**config.mk**
```make
export PLATFORM = sky130hd
export DESIGN_NAME = edo_cyc_top
export DESIGN_NICKNAME = d
export VERILOG_FILES = /design/src/rtl/edo_cyc_pkg.sv /design/src/rtl/edo_cyc_ctrl.sv /design/src/rtl/edo_cyc_dp.sv /design/src/rtl/edo_cyc_top.sv
export SDC_FILE = /design/constraint.sdc
export NUM_CORES = 1
export LEC_CHECK = 0
export BUFFER_PORTS_ARGS = -buffer_cell sky130_fd_sc_hd__buf_2
export CORE_UTILIZATION = 40
export DETAILED_ROUTE_END_ITERATION = 10
export GPL_ROUTABILITY_DRIVEN = 0
export PLACE_DENSITY = 0.61
export SLEW_MARGIN = 15
export SYNTH_ARGS = -nofsm -noshare
export SYNTH_HDL_FRONTEND = slang
export SYNTH_SLANG_ARGS = --single-unit
```
**constraint.sdc**
```tcl
create_clock -name clk -period 4.4 [get_ports clk]
set_clock_uncertainty 0.1 [all_clocks]
set_input_delay 1.32 -clock clk [delete_from_list [all_inputs] [get_ports clk]]
set_output_delay 1.32 -clock clk [all_outputs]
set_load 0.005 [all_outputs]
```
**src/rtl/edo_cyc_pkg.sv**
```systemverilog
package edo_cyc_pkg;

  typedef enum logic [2:0] {
    CYC_IDLE   = 3'd0,
    CYC_READ   = 3'd1,
    CYC_EWRITE = 3'd2,
    CYC_RMW    = 3'd3,
    CYC_ROREF  = 3'd4,
    CYC_CBR    = 3'd5,
    CYC_TEST   = 3'd6
  } cycType_e;

  // Strobes from control to datapath
  typedef struct packed {
    logic rowLoad;
    logic colLoad;
    logic rdLoad;
    logic wrEn;
    logic testMode;
  } ctlStrobe_t;

endpackage

```
**src/rtl/edo_cyc_ctrl.sv**
```systemverilog
module edo_cyc_ctrl
  import edo_cyc_pkg::*;
(
  input  logic       clk,
  input  logic       rstN,
  input  logic       rasN,
  input  logic       casN,
  input  logic       weN,
  input  logic       oeN,
  output ctlStrobe_t strb,
  output cycType_e   cycType,
  output logic       testMode,
  output logic       dqOe
);

  logic rasQ, casQ, weQ, oeQ;
  logic rowOpen, casSeen, validQ;
  logic rasFall, rasRise, weFall, oeRise;
  logic casFallAct, wrLate;

  // Edge detection against the previous sample
  assign rasFall    = rasQ & ~rasN;
  assign rasRise    = ~rasQ & rasN;
  assign weFall     = weQ & ~weN;
  assign oeRise     = ~oeQ & oeN;
  assign casFallAct = casQ & ~casN & ~rasN & rowOpen;
  assign wrLate     = weFall & ~casN & ~rasN & rowOpen & casSeen & ~casFallAct;

  always_comb begin
    strb.rowLoad  = rasFall & casN;
    strb.colLoad  = casFallAct;
    strb.rdLoad   = casFallAct & weN;
    strb.wrEn     = (casFallAct & ~weN) | wrLate;
    strb.testMode = testMode;
  end

  assign dqOe = validQ & ~oeQ;

  always_ff @(posedge clk) begin
    if (!rstN) begin
      rasQ     <= 1'b1;
      casQ     <= 1'b1;
      weQ      <= 1'b1;
      oeQ      <= 1'b1;
      rowOpen  <= 1'b0;
      casSeen  <= 1'b0;
      validQ   <= 1'b0;
      cycType  <= CYC_IDLE;
      testMode <= 1'b0;
    end else begin
      rasQ <= rasN;
      casQ <= casN;
      weQ  <= weN;
      oeQ  <= oeN;

      if (rasFall) begin
        if (!casN) begin
          rowOpen <= 1'b0;
          if (weN) begin
            cycType  <= CYC_CBR;
            testMode <= 1'b0;
          end else begin
            cycType  <= CYC_TEST;
            testMode <= 1'b1;
          end
        end else begin
          rowOpen <= 1'b1;
          casSeen <= 1'b0;
          cycType <= CYC_IDLE;
        end
      end else if (rasRise) begin
        rowOpen <= 1'b0;
        casSeen <= 1'b0;
        if (rowOpen && !casSeen) begin
          cycType  <= CYC_ROREF;
          testMode <= 1'b0;
        end
      end else if (casFallAct) begin
        casSeen <= 1'b1;
        cycType <= weN ? CYC_READ : CYC_EWRITE;
      end else if (wrLate && cycType == CYC_READ) begin
        cycType <= CYC_RMW;
      end

      // Output valid latch: clears take priority over the read set
      if (casFallAct && weN) validQ <= 1'b1;
      if (weFall || oeRise || (rasN && casN)) validQ <= 1'b0;
    end
  end

  assert_cbr_decode_R1: assert property (@(posedge clk) disable iff (!rstN)
    ($fell(rasN) && !casN && weN) |=> (cycType == CYC_CBR && !testMode));

  assert_test_entry_R2: assert property (@(posedge clk) disable iff (!rstN)
    ($fell(rasN) && !casN && !weN) |=> (cycType == CYC_TEST && testMode));

  assert_test_hold_R2: assert property (@(posedge clk) disable iff (!rstN)
    !$stable(testMode) |-> ($past(rasN) != $past(rasN, 2)));

  assert_rmw_decode_R6: assert property (@(posedge clk) disable iff (!rstN)
    ($fell(weN) && !casN && $stable(casN) && !rasN && $stable(rasN) &&
     cycType == CYC_READ) |=> (cycType == CYC_RMW && !dqOe));

  assert_we_blank_R7: assert property (@(posedge clk) disable iff (!rstN)
    !$past(weN) |-> !dqOe);

  assert_oe_blank_R7: assert property (@(posedge clk) disable iff (!rstN)
    $past(oeN) |-> !dqOe);

  assert_idle_blank_R7: assert property (@(posedge clk) disable iff (!rstN)
    $past(rasN && casN) |-> !dqOe);

endmodule

```
**src/rtl/edo_cyc_dp.sv**
```systemverilog
module edo_cyc_dp
  import edo_cyc_pkg::*;
#(
  parameter int ROW_W  = 2,
  parameter int COL_W  = 4,
  parameter int DQ_W   = 4,
  parameter int ADDR_W = 4
) (
  input  logic              clk,
  input  logic              rstN,
  input  ctlStrobe_t        strb,
  input  logic [ADDR_W-1:0] addr,
  input  logic [DQ_W-1:0]   dqIn,
  output logic [DQ_W-1:0]   dqOut
);

  localparam int ROWS  = 1 << ROW_W;
  localparam int COLS  = 1 << COL_W;
  localparam int DEPTH = ROWS * COLS;
  localparam int IDX_W = ROW_W + COL_W;
  // Column bits that test mode ignores: 0, 1 and the top bit
  localparam logic [COL_W-1:0] IGNORE_MASK = {1'b1, {(COL_W-3){1'b0}}, 2'b11};
  localparam logic [COL_W-1:0] KEEP_MASK   = ~IGNORE_MASK;

  logic [ROW_W-1:0] rowQ;
  logic [COL_W-1:0] colQ, colAddr;
  logic [DQ_W-1:0]  mem [DEPTH];
  logic [COLS-1:0]  groupHit;
  logic [DQ_W-1:0]  allOne, anyOne, foldVal;

  function automatic logic [IDX_W-1:0] cellIdx(logic [ROW_W-1:0] r, logic [COL_W-1:0] c);
    return {r, c};
  endfunction

  assign colAddr = strb.colLoad ? addr[COL_W-1:0] : colQ;

  for (genvar c = 0; c < COLS; c++) begin : g_hit
    assign groupHit[c] = ((COL_W'(c) ^ colAddr) & KEEP_MASK) == '0;
  end

  // Per-pin compare over the eight cells of the group
  always_comb begin
    allOne = '1;
    anyOne = '0;
    for (int c = 0; c < COLS; c++) begin
      if (groupHit[c]) begin
        allOne &= mem[cellIdx(rowQ, COL_W'(c))];
        anyOne |= mem[cellIdx(rowQ, COL_W'(c))];
      end
    end
    foldVal = allOne | ~anyOne;
  end

  always_ff @(posedge clk) begin
    if (!rstN) begin
      rowQ <= '0;
      colQ <= '0;
    end else begin
      if (strb.rowLoad) rowQ <= addr[ROW_W-1:0];
      if (strb.colLoad) colQ <= addr[COL_W-1:0];
    end
  end

  always_ff @(posedge clk) begin
    if (!rstN) begin
      for (int i = 0; i < DEPTH; i++) mem[i] <= '0;
    end else if (strb.wrEn) begin
      if (strb.testMode) begin
        for (int c = 0; c < COLS; c++) begin
          if (groupHit[c]) mem[cellIdx(rowQ, COL_W'(c))] <= dqIn;
        end
      end else begin
        mem[cellIdx(rowQ, colAddr)] <= dqIn;
      end
    end
  end

  always_ff @(posedge clk) begin
    if (!rstN) begin
      dqOut <= '0;
    end else if (strb.rdLoad) begin
      dqOut <= strb.testMode ? foldVal : mem[cellIdx(rowQ, colAddr)];
    end
  end

  assert_dq_hold_R7: assert property (@(posedge clk) disable iff (!rstN)
    !strb.rdLoad |=> $stable(dqOut));

  assert_no_write_at_row_R5: assert property (@(posedge clk) disable iff (!rstN)
    strb.rowLoad |-> !strb.wrEn && !strb.rdLoad);

endmodule

```
**src/rtl/edo_cyc_top.sv**
```systemverilog
module edo_cyc_top
  import edo_cyc_pkg::*;
#(
  parameter int ROW_W  = 2,
  parameter int COL_W  = 4,
  parameter int DQ_W   = 4,
  parameter int ADDR_W = (ROW_W > COL_W) ? ROW_W : COL_W
) (
  input  logic              clk,
  input  logic              rstN,
  input  logic              rasN,
  input  logic              casN,
  input  logic              weN,
  input  logic              oeN,
  input  logic [ADDR_W-1:0] addr,
  input  logic [DQ_W-1:0]   dqIn,
  output logic [DQ_W-1:0]   dqOut,
  output logic              dqOe,
  output logic [2:0]        cycleType,
  output logic              testMode
);

  ctlStrobe_t strb;
  cycType_e   cycTypeW;

  edo_cyc_ctrl u_ctrl (
    .clk      (clk),
    .rstN     (rstN),
    .rasN     (rasN),
    .casN     (casN),
    .weN      (weN),
    .oeN      (oeN),
    .strb     (strb),
    .cycType  (cycTypeW),
    .testMode (testMode),
    .dqOe     (dqOe)
  );

  edo_cyc_dp #(
    .ROW_W  (ROW_W),
    .COL_W  (COL_W),
    .DQ_W   (DQ_W),
    .ADDR_W (ADDR_W)
  ) u_dp (
    .clk   (clk),
    .rstN  (rstN),
    .strb  (strb),
    .addr  (addr),
    .dqIn  (dqIn),
    .dqOut (dqOut)
  );

  assign cycleType = cycTypeW;

endmodule

```
# Word-level counts from Yosys, hierarchy flattened
# Memory sizes are Yosys's and may differ from the RTL's. A register that Yosys moved wholly into a read port is not among the register bits.
# Index checks and enable logic that the tools add are counted.
[totals] regBits=21 mem_bits_rw=256 elab_cells=309 n_memories=1
[memory_table] memory="u_dp.mem" depth=64 word_bits=4 read_ports=17 rd_clocked_by_memory_dff=16 wr=64 line="edo_cyc_dp.sv:27" text="logic [DQ_W-1:0] mem [DEPTH];"
[op_classes] eq_ne=4 mux=187 n_bitwise=64 reduce_logical=41
[ops] op="$mux 6" n=49
[ops] op="$mux 4" n=51
[ops] op="$mux 1" n=79
[ops] op="$reduce_or 4->1" n=17
[ops] op="$or 4x4->4" n=16
[ops] op="$and 4x4->4" n=15
[ops] op="$logic_not 4->1" n=9
[ops] op="$mux 3" n=6
[ops] op="$and 1x1->1" n=16
[ops] op="$not 1->1" n=9
[ops] op="$not 2->2" n=4
[ops] op="$not 3->3" n=2
[ops] op="$logic_and 1x1->1" n=4
[ops] op="$mux 2" n=2
[ops] op="$ne 2x2->1 const B" n=2
[ops] op="$not 4->4" n=1
[ops] op="$reduce_and 2->1" n=2
[ops] op="$reduce_bool 2->1" n=2
[ops] op="$reduce_bool 4->1" n=1
[ops] op="$eq 3x1->1 const B" n=1
[ops] op="$ne 3x2->1 const B" n=1
[ops] op="$reduce_and 3->1" n=1
[ops] op="$reduce_bool 3->1" n=1
[ops] op="$logic_or 1x1->1" n=2
[ops] op="other kinds (3)" n=3

# Longest topological paths before layout
# Gate-level depths: netlist (run 1).
[depth] ltp_word=40 ltp_mapped=12 mapped_depth_nobuf=7

# Modules after synthesis
# From an unflattened synthesis (run 1), not the netlist that was laid out.
[hier_totals] hier_cells=1358 hier_area_um2=15736.3
[modules_own_cells] module="edo_cyc_dp" n_inst=1 cells_each=1288 area_each_um2=15139.5 seq_area_each_um2=7927.6
[modules_own_cells] module="edo_cyc_ctrl" n_inst=1 cells_each=70 area_each_um2=596.8 seq_area_each_um2=220.2

# Worst setup path before layout (run 1)
# No wires, ideal clock.
[synth_timing] path_type="input to register" startpoint="in casN" endpoint="mem u_dp.mem[10][0] (enable)" setup_ns=0.297 t_arrival_ns=3.082 required_ns=4.003 path_slack_ns=0.920 path_stages=9 n_path_buf=2 path_cell_list="buf_6 -> nand4bb_4 -> buf_6 -> mux2i_1 -> nor2_1 -> nand2_1 -> nor3_1 -> a21o_1 -> or2_2"
[synth_lines] item="start: declaration" line="edo_cyc_top.sv:12" text="input logic casN,"
[synth_lines] item="end: declaration" line="edo_cyc_dp.sv:27"

==> results of run 1 <==
[per-layer routing]
metal / track usage [%] / vias up / wire length [um] / part of all wire (%)
met5: 0 / - / 0 / 0
met4: 8.59 / 0 / 1860 / 3.5
met3: 5.86 / 126 / 6830 / 13
met2: 40.7 / 883 / 23300 / 44
met1: 38.0 / 5864 / 20900 / 40
li1: - / 4993 / - / -
[path summary, 6_finish.rpt]
kind / start / end / slack, ns
setup reg to reg: u_dp.colQ[1] / u_dp.dqOut[3] / 1.03
hold reg to reg: u_ctrl.validQ / u_ctrl.validQ / 0.40
setup / recovery: rasN / u_dp.mem[22][3] / 0.59
hold / removal: u_ctrl.validQ / u_ctrl.validQ / 0.40
[power by group through the flow]
stage | Combinational [mW] | Sequential, mW | Clock (mW)
3_5_place_dp | 0.402 | 3.14 | 0
3_3_place_gp | 0.398 | 3.14 | 0
2_1_floorplan | 0.296 | 3.06 | 0
5_1_grt | 0.432 | 3.09 | 2.91
4_1_cts | 0.404 | 3.08 | 2.81
6_report | 0.409 | 3.09 | 2.79
[worst reg2reg max path: stages, from the launching register on]
cell and delay, ns:
dfxtp_1 0.95, nor3_1 0.10, mux2_2 0.57, buf_4 0.29
a21oi_1 0.14, nand3_1 0.11, a211oi_1 0.64, o32a_1 0.28
a211oi_2 0.07
[state kept, by name, summed over array words and instances (netlist names), 2 cells and up, named ones only]
| register | count |
|---|---|
| u_dp.mem | 256 |
| u_dp.colQ | 4 |
| u_dp.dqOut | 4 |
| u_ctrl.cycType | 3 |
| u_dp.rowQ | 2 |
[cell usage after synthesis, drive strengths merged (3+ instances only)]
cell       n
o21a       3
o21ai     31
and2      88
nand4b     8
nand3b     6
buf       39
nor4b      8
a211oi     4
and3       7
or4        8
nand4     27
o211ai     7
nor2b    172
nor4       9
a31oi      6
clkbuf    66
mux4      64
mux2i     32
a222oi    21
o22ai      3
mux2      12
nor3b      8
a21oi     90
inv        9
edfxtp   256
nor4bb     3
a2111oi    6
a21o      24
or2       22
a22oi     39
nand2    107
a22o       8
nand3     22
o2111ai    5
nor3       9
o221ai     4
nor2      30
nand2b     8
dfxtp     23
[final cells by class]
cell class,instances,area (um2)
clock buffer,36,795
clock inverter,22,285
fill,3506,20600
inverter,9,33.8
multi-input combinational,916,6960
sequential,279,8150
tap,511,639
timing repair buffer,70,533
[kinds of logic (layout without fill, tap and decap cells)]
logic type	count (synthesis)	after routing	synth area share, %
adder cells (fa/ha/maj)	2	2	0.160
AND/OR/NAND/NOR	544	544	20.1
AO/OA/AOI/OAI	262	262	11.5
multiplexers	108	108	12.6
buffers and inverters	114	137	3.44
flip-flops	279	279	52.2
[metrics by stage]
stage	hold WS, ns	worst slack, ns
after detailed placement	0.388	0.152
after CTS	0.396	0.750
after global placement	0.385	0.239
final	0.395	0.594
after floorplan	0.366	0.920
after global routing	0.431	0.571
==> flow_summary.toml, run 1 <==
[clocking]
clockRootBuffer = "clkbuf_16"
insertion_delay_ns = 0.59
cts_hold_buffers = 0
cts.repair_timing.setup_buffer_count = 0
clock_path_buffers = 3
cts_made_buffers = 31
tritoncts_clock_tree = "built"
post_cts_resize_count = 0
numClockSinks = 279
clk_pin_slew_ns = 0.06
htree_num_levels = 1

[critical_path]
r2r_cells = 8
critPathKind = "in -> reg"
cpLargestDelayFamily = "simple AND/OR/NAND/NOR gates"
timing.critical_path.cells = "buf_2 > nand4bb_4 > mux2_2 > nand3_1 > nor2_1 > a21oi_1 > nand2_1"
path_max_fanout = 14
cp-start-kind = "input pin"
critical_path_cell_count = 7
path_buf_inv = 1
worst-endpoint-required_ns = 4.58
signal_arrival_time_at_the_worst_endpoint_ns = 3.98
critPathCaptureType = "register"
timing.critical_path.slowest_cell_delay_ns = 1.02
crit_slowest_cell = "nor2_1"

[global_routing]
grt_overflow_total = 0
grt_max_degree = 65
gr-usage-all-layers_pct = 26.8
first_global_vias = 10935
grt_pass1_wl_mm = 76.1
number_of_antenna_violations_at_the_first_check_in_global_routing = 0

[run]
drv.max_cap_violation_count = 0

[sta]
setup_viol_count_final = 0
tns_setup_ns = 0
maxSlewHeadroom_pct = 17.6
max_slew.worst_pin.slew_ns = 1.23
finalMaxSlewViolations = 0
fmax_mhz = 263
fin_crit_sh_pct = 86.5
crit_path_time_final_ns = 3.81
setup_repair_after_global_routing_missed_its_margin = "false"
final-hold-violation-count = 0

[synthesis]
ys_seq_area_share_pct = 52.2
synth_top_cell_area_share_pct = 49.3
netlist.top_cell.by_area = "edfxtp_1"
largest_cells_by_area_after_synthesis = "edfxtp_1, mux4_2, nor2b_1, and2_1, dfxtp_1"
ys_ff_latch = 279
post_synth_edffs = 256
yosysWarnings = 0
post_synth_inst_count = 1309
number_of_unique_standard_cell_types_used_by_synthesis = 63
synthArstFlopShare_pct = 0
synth_area_mm2 = 0.0156
ys.flop_type = "edfxtp_1"
synthesis.nets = 1325
postSynthAreaPerCell_um2 = 11.9

[pwr]
finalPower_mw = 6.29
p_sw_mw = 1.45
ir_drop_uv = 233
cellPowerDensity_mw_per_mm2 = 362
power.clock.fraction_pct = 44.4
comb_power_share_pct = 6.5
internal_power_mw = 4.84
seq_power_share_pct = 49.1
leakage_nw = 6.06
power.switching_fraction_pct = 23.1

[drt]
drt_first_pass_iters = 8
route.vias.total = 11866
avgRoutedWirePerCell_um = 28.7
drtIter0Drc = 2072
detail_route.vias_per_cell = 6.44
post_drt_antenna_nets = 0
wirelength_mm = 52.9
drcViolationCount = 0

[cells_and_area]
finish.instance_area_mm2 = 0.0174
n_antenna_cell = 0
layout.nets = 1323
layoutNonFillerInstCount = 1843
area.growth.synth_to_final_pct = 11.5
layout.cells.most_common_list = "edfxtp_1, nor2b_1, nand2_1, a21oi_1, and2_1"
layout_cells_sized_above_1_pct = 16.8
layout.cells.most_common = "edfxtp_1"
post-route-util_pct = 45.8

[place]
place.port_buffers = 22
place_inst = 1785
dpl_cell_area_mm2 = 0.0163
detailed_place_hpwl_mm = 37.5

[die]
chipWidth_um = 200
rows = 71
placeableCoreArea_mm2 = 0.0380
number_of_placed_i_o_pins = 23
die_outline_area_mm2 = 0.0398
die_y_um = 200
initial_core_util_pct = 41.0

[worst_hold_path]
hold_path.class = "reg -> reg"
hold-path-cell-count = 2

[status]
run_status = "completed"
Power figures use the tool's default switching activity.
==> inputs of run 2 (changes only) <==
- CORE_ASPECT_RATIO: unset -> 0.5
==> flow_summary.toml, run 2 (synthesis gave the netlist of run 1 again) <==
[status]
run_status = "complete, but fails checks"
violations = "DRC"

[die]
rows = 50
number_of_placed_i_o_pins = 23
initial_core_util_pct = 41.2
die_outline_area_mm2 = 0.0399
placeableCoreArea_mm2 = 0.0379
chipWidth_um = 281
die_y_um = 142

[clocking]
tritoncts_clock_tree = "built"
cts_hold_buffers = 0
clock_path_buffers = 3
post_cts_resize_count = 0
clockRootBuffer = "clkbuf_16"
htree_num_levels = 1
numClockSinks = 279
insertion_delay_ns = 0.59
clk_pin_slew_ns = 0.07
cts.repair_timing.setup_buffer_count = 0
cts_made_buffers = 28

[critical_path]
cpLargestDelayFamily = "compound AO/OA/AOI/OAI gates"
path_max_fanout = 31
timing.critical_path.slowest_cell_delay_ns = 0.71
crit_slowest_cell = "a222oi_1"
path_buf_inv = 2
critPathCaptureType = "register"
timing.critical_path.cells = "buf_2 > nand4bb_4 > buf_4 > mux2_2 > a222oi_1 > o2111ai_1 > and3_1 > a21oi_1 > a211oi_2"
critPathKind = "in -> reg"
cp-start-kind = "input pin"
signal_arrival_time_at_the_worst_endpoint_ns = 4.25
worst-endpoint-required_ns = 4.77

[global_routing]
gr-usage-all-layers_pct = 28.0
grt_overflow_total = 0
first_global_vias = 11366
number_of_antenna_violations_at_the_first_check_in_global_routing = 2
grt_pass1_wl_mm = 80.1
grt_max_degree = 65

[cells_and_area]
largest_register_ff_count = 256
layout_cells_sized_above_1_pct = 17.0
n_antenna_cell = 0
layout.cells.most_common_list = "edfxtp_1, nor2b_1, nand2_1, a21oi_1, and2_1"
finish.instance_area_mm2 = 0.0173
layout.nets = 1321
post-route-util_pct = 45.5
largest-register = "u_dp.mem"
layout.cells.most_common = "edfxtp_1"
largest_registers_in_the_final_layout = "u_dp.mem: 256 flops, u_dp.colQ: 4 flops, u_dp.dqOut: 4 flops"
area.growth.synth_to_final_pct = 10.6

[drt]
drt_first_pass_iters = 11
drcViolationCount = 6
drtIter0Drc = 2496
wirelength_mm = 55.8
avgRoutedWirePerCell_um = 30.2
detail_route.vias_per_cell = 6.65
route.vias.total = 12275
post_drt_antenna_nets = 0

[sta]
fin_crit_sh_pct = 88.1
crit_path_time_final_ns = 3.88
fmax_mhz = 258
holdWs_ns = 0.393
setup_viol_count_final = 0
maxSlewHeadroom_pct = 18.2
final-hold-violation-count = 0
max_slew.worst_pin.slew_ns = 1.22
tns_setup_ns = 0
finalMaxSlewViolations = 0
setup_repair_after_global_routing_missed_its_margin = "false"

[worst_hold_path]
hold_path.class = "reg -> reg"

[pwr]
finalPower_mw = 6.06
leakage_nw = 6.00
ir_drop_uv = 272
cellPowerDensity_mw_per_mm2 = 351

[run]
drv.max_cap_violation_count = 0

[place]
place.port_buffers = 22
detailed_place_hpwl_mm = 40.8
dpl_cell_area_mm2 = 0.0163
## run 2: cell count changes in the layout (fill, tap and decap cells not counted), sizes merged
cell	previous run	this run
clkinvlp	1	0
clkinv	13	9
bufinv	7	2
buf	70	71
inv	10	13
## run 2: layout make-up
cell class,instances,area (um2)
Clock buffer,36,846
Inverter,9,33.8
Clock inverter,15,126
Tap cell,520,651
Timing Repair Buffer,71,490
Multi-Input combinational cell,916,6960
Sequential cell,279,8150
Fill cell,3420,20700
## run 2: tightest hold or removal path, delay by kind of cell (launching register included)
kind / cells / cell delay, ns
compound gates: 1 / 0.04
flops: 1 / 0.31
simple gates: 1 / 0.09
## run 2: where the power goes
part	internal (mW)	switching, mW
combinational	0.163	0.246
sequential	2.98	0.126
clock	1.47	1.08
total	4.61	1.45
## run 2: metal layers
| metal | vias up | wire [um] | track usage (%) |
|---|---|---|---|
| li1 | 4992 | - | - |
| met1 | 6018 | 22200 | 40.5 |
| met2 | 1077 | 21800 | 38.6 |
| met5 | - | 0 | 0 |
| met4 | 0 | 1920 | 5.95 |
| met3 | 188 | 9940 | 11.9 |
## run 2: worst paths after layout
check	start	endpoint	slack [ns]	cells past startpoint
max reg2reg	u_dp.colQ[1]	u_dp.dqOut[3]	0.93	7
min	u_ctrl.validQ	u_ctrl.validQ	0.39	2
min reg2reg	u_ctrl.validQ	u_ctrl.validQ	0.39	2
max	casN	u_dp.dqOut[3]	0.52	9
## run 2: stage by stage
step	setup slack, ns	std cells
after floorplan	0.920	1309
after global placement	0.0766	1795
after detailed placement	0.139	1795
after CTS	0.716	1846
after global routing	0.485	1846
final	0.523	1846
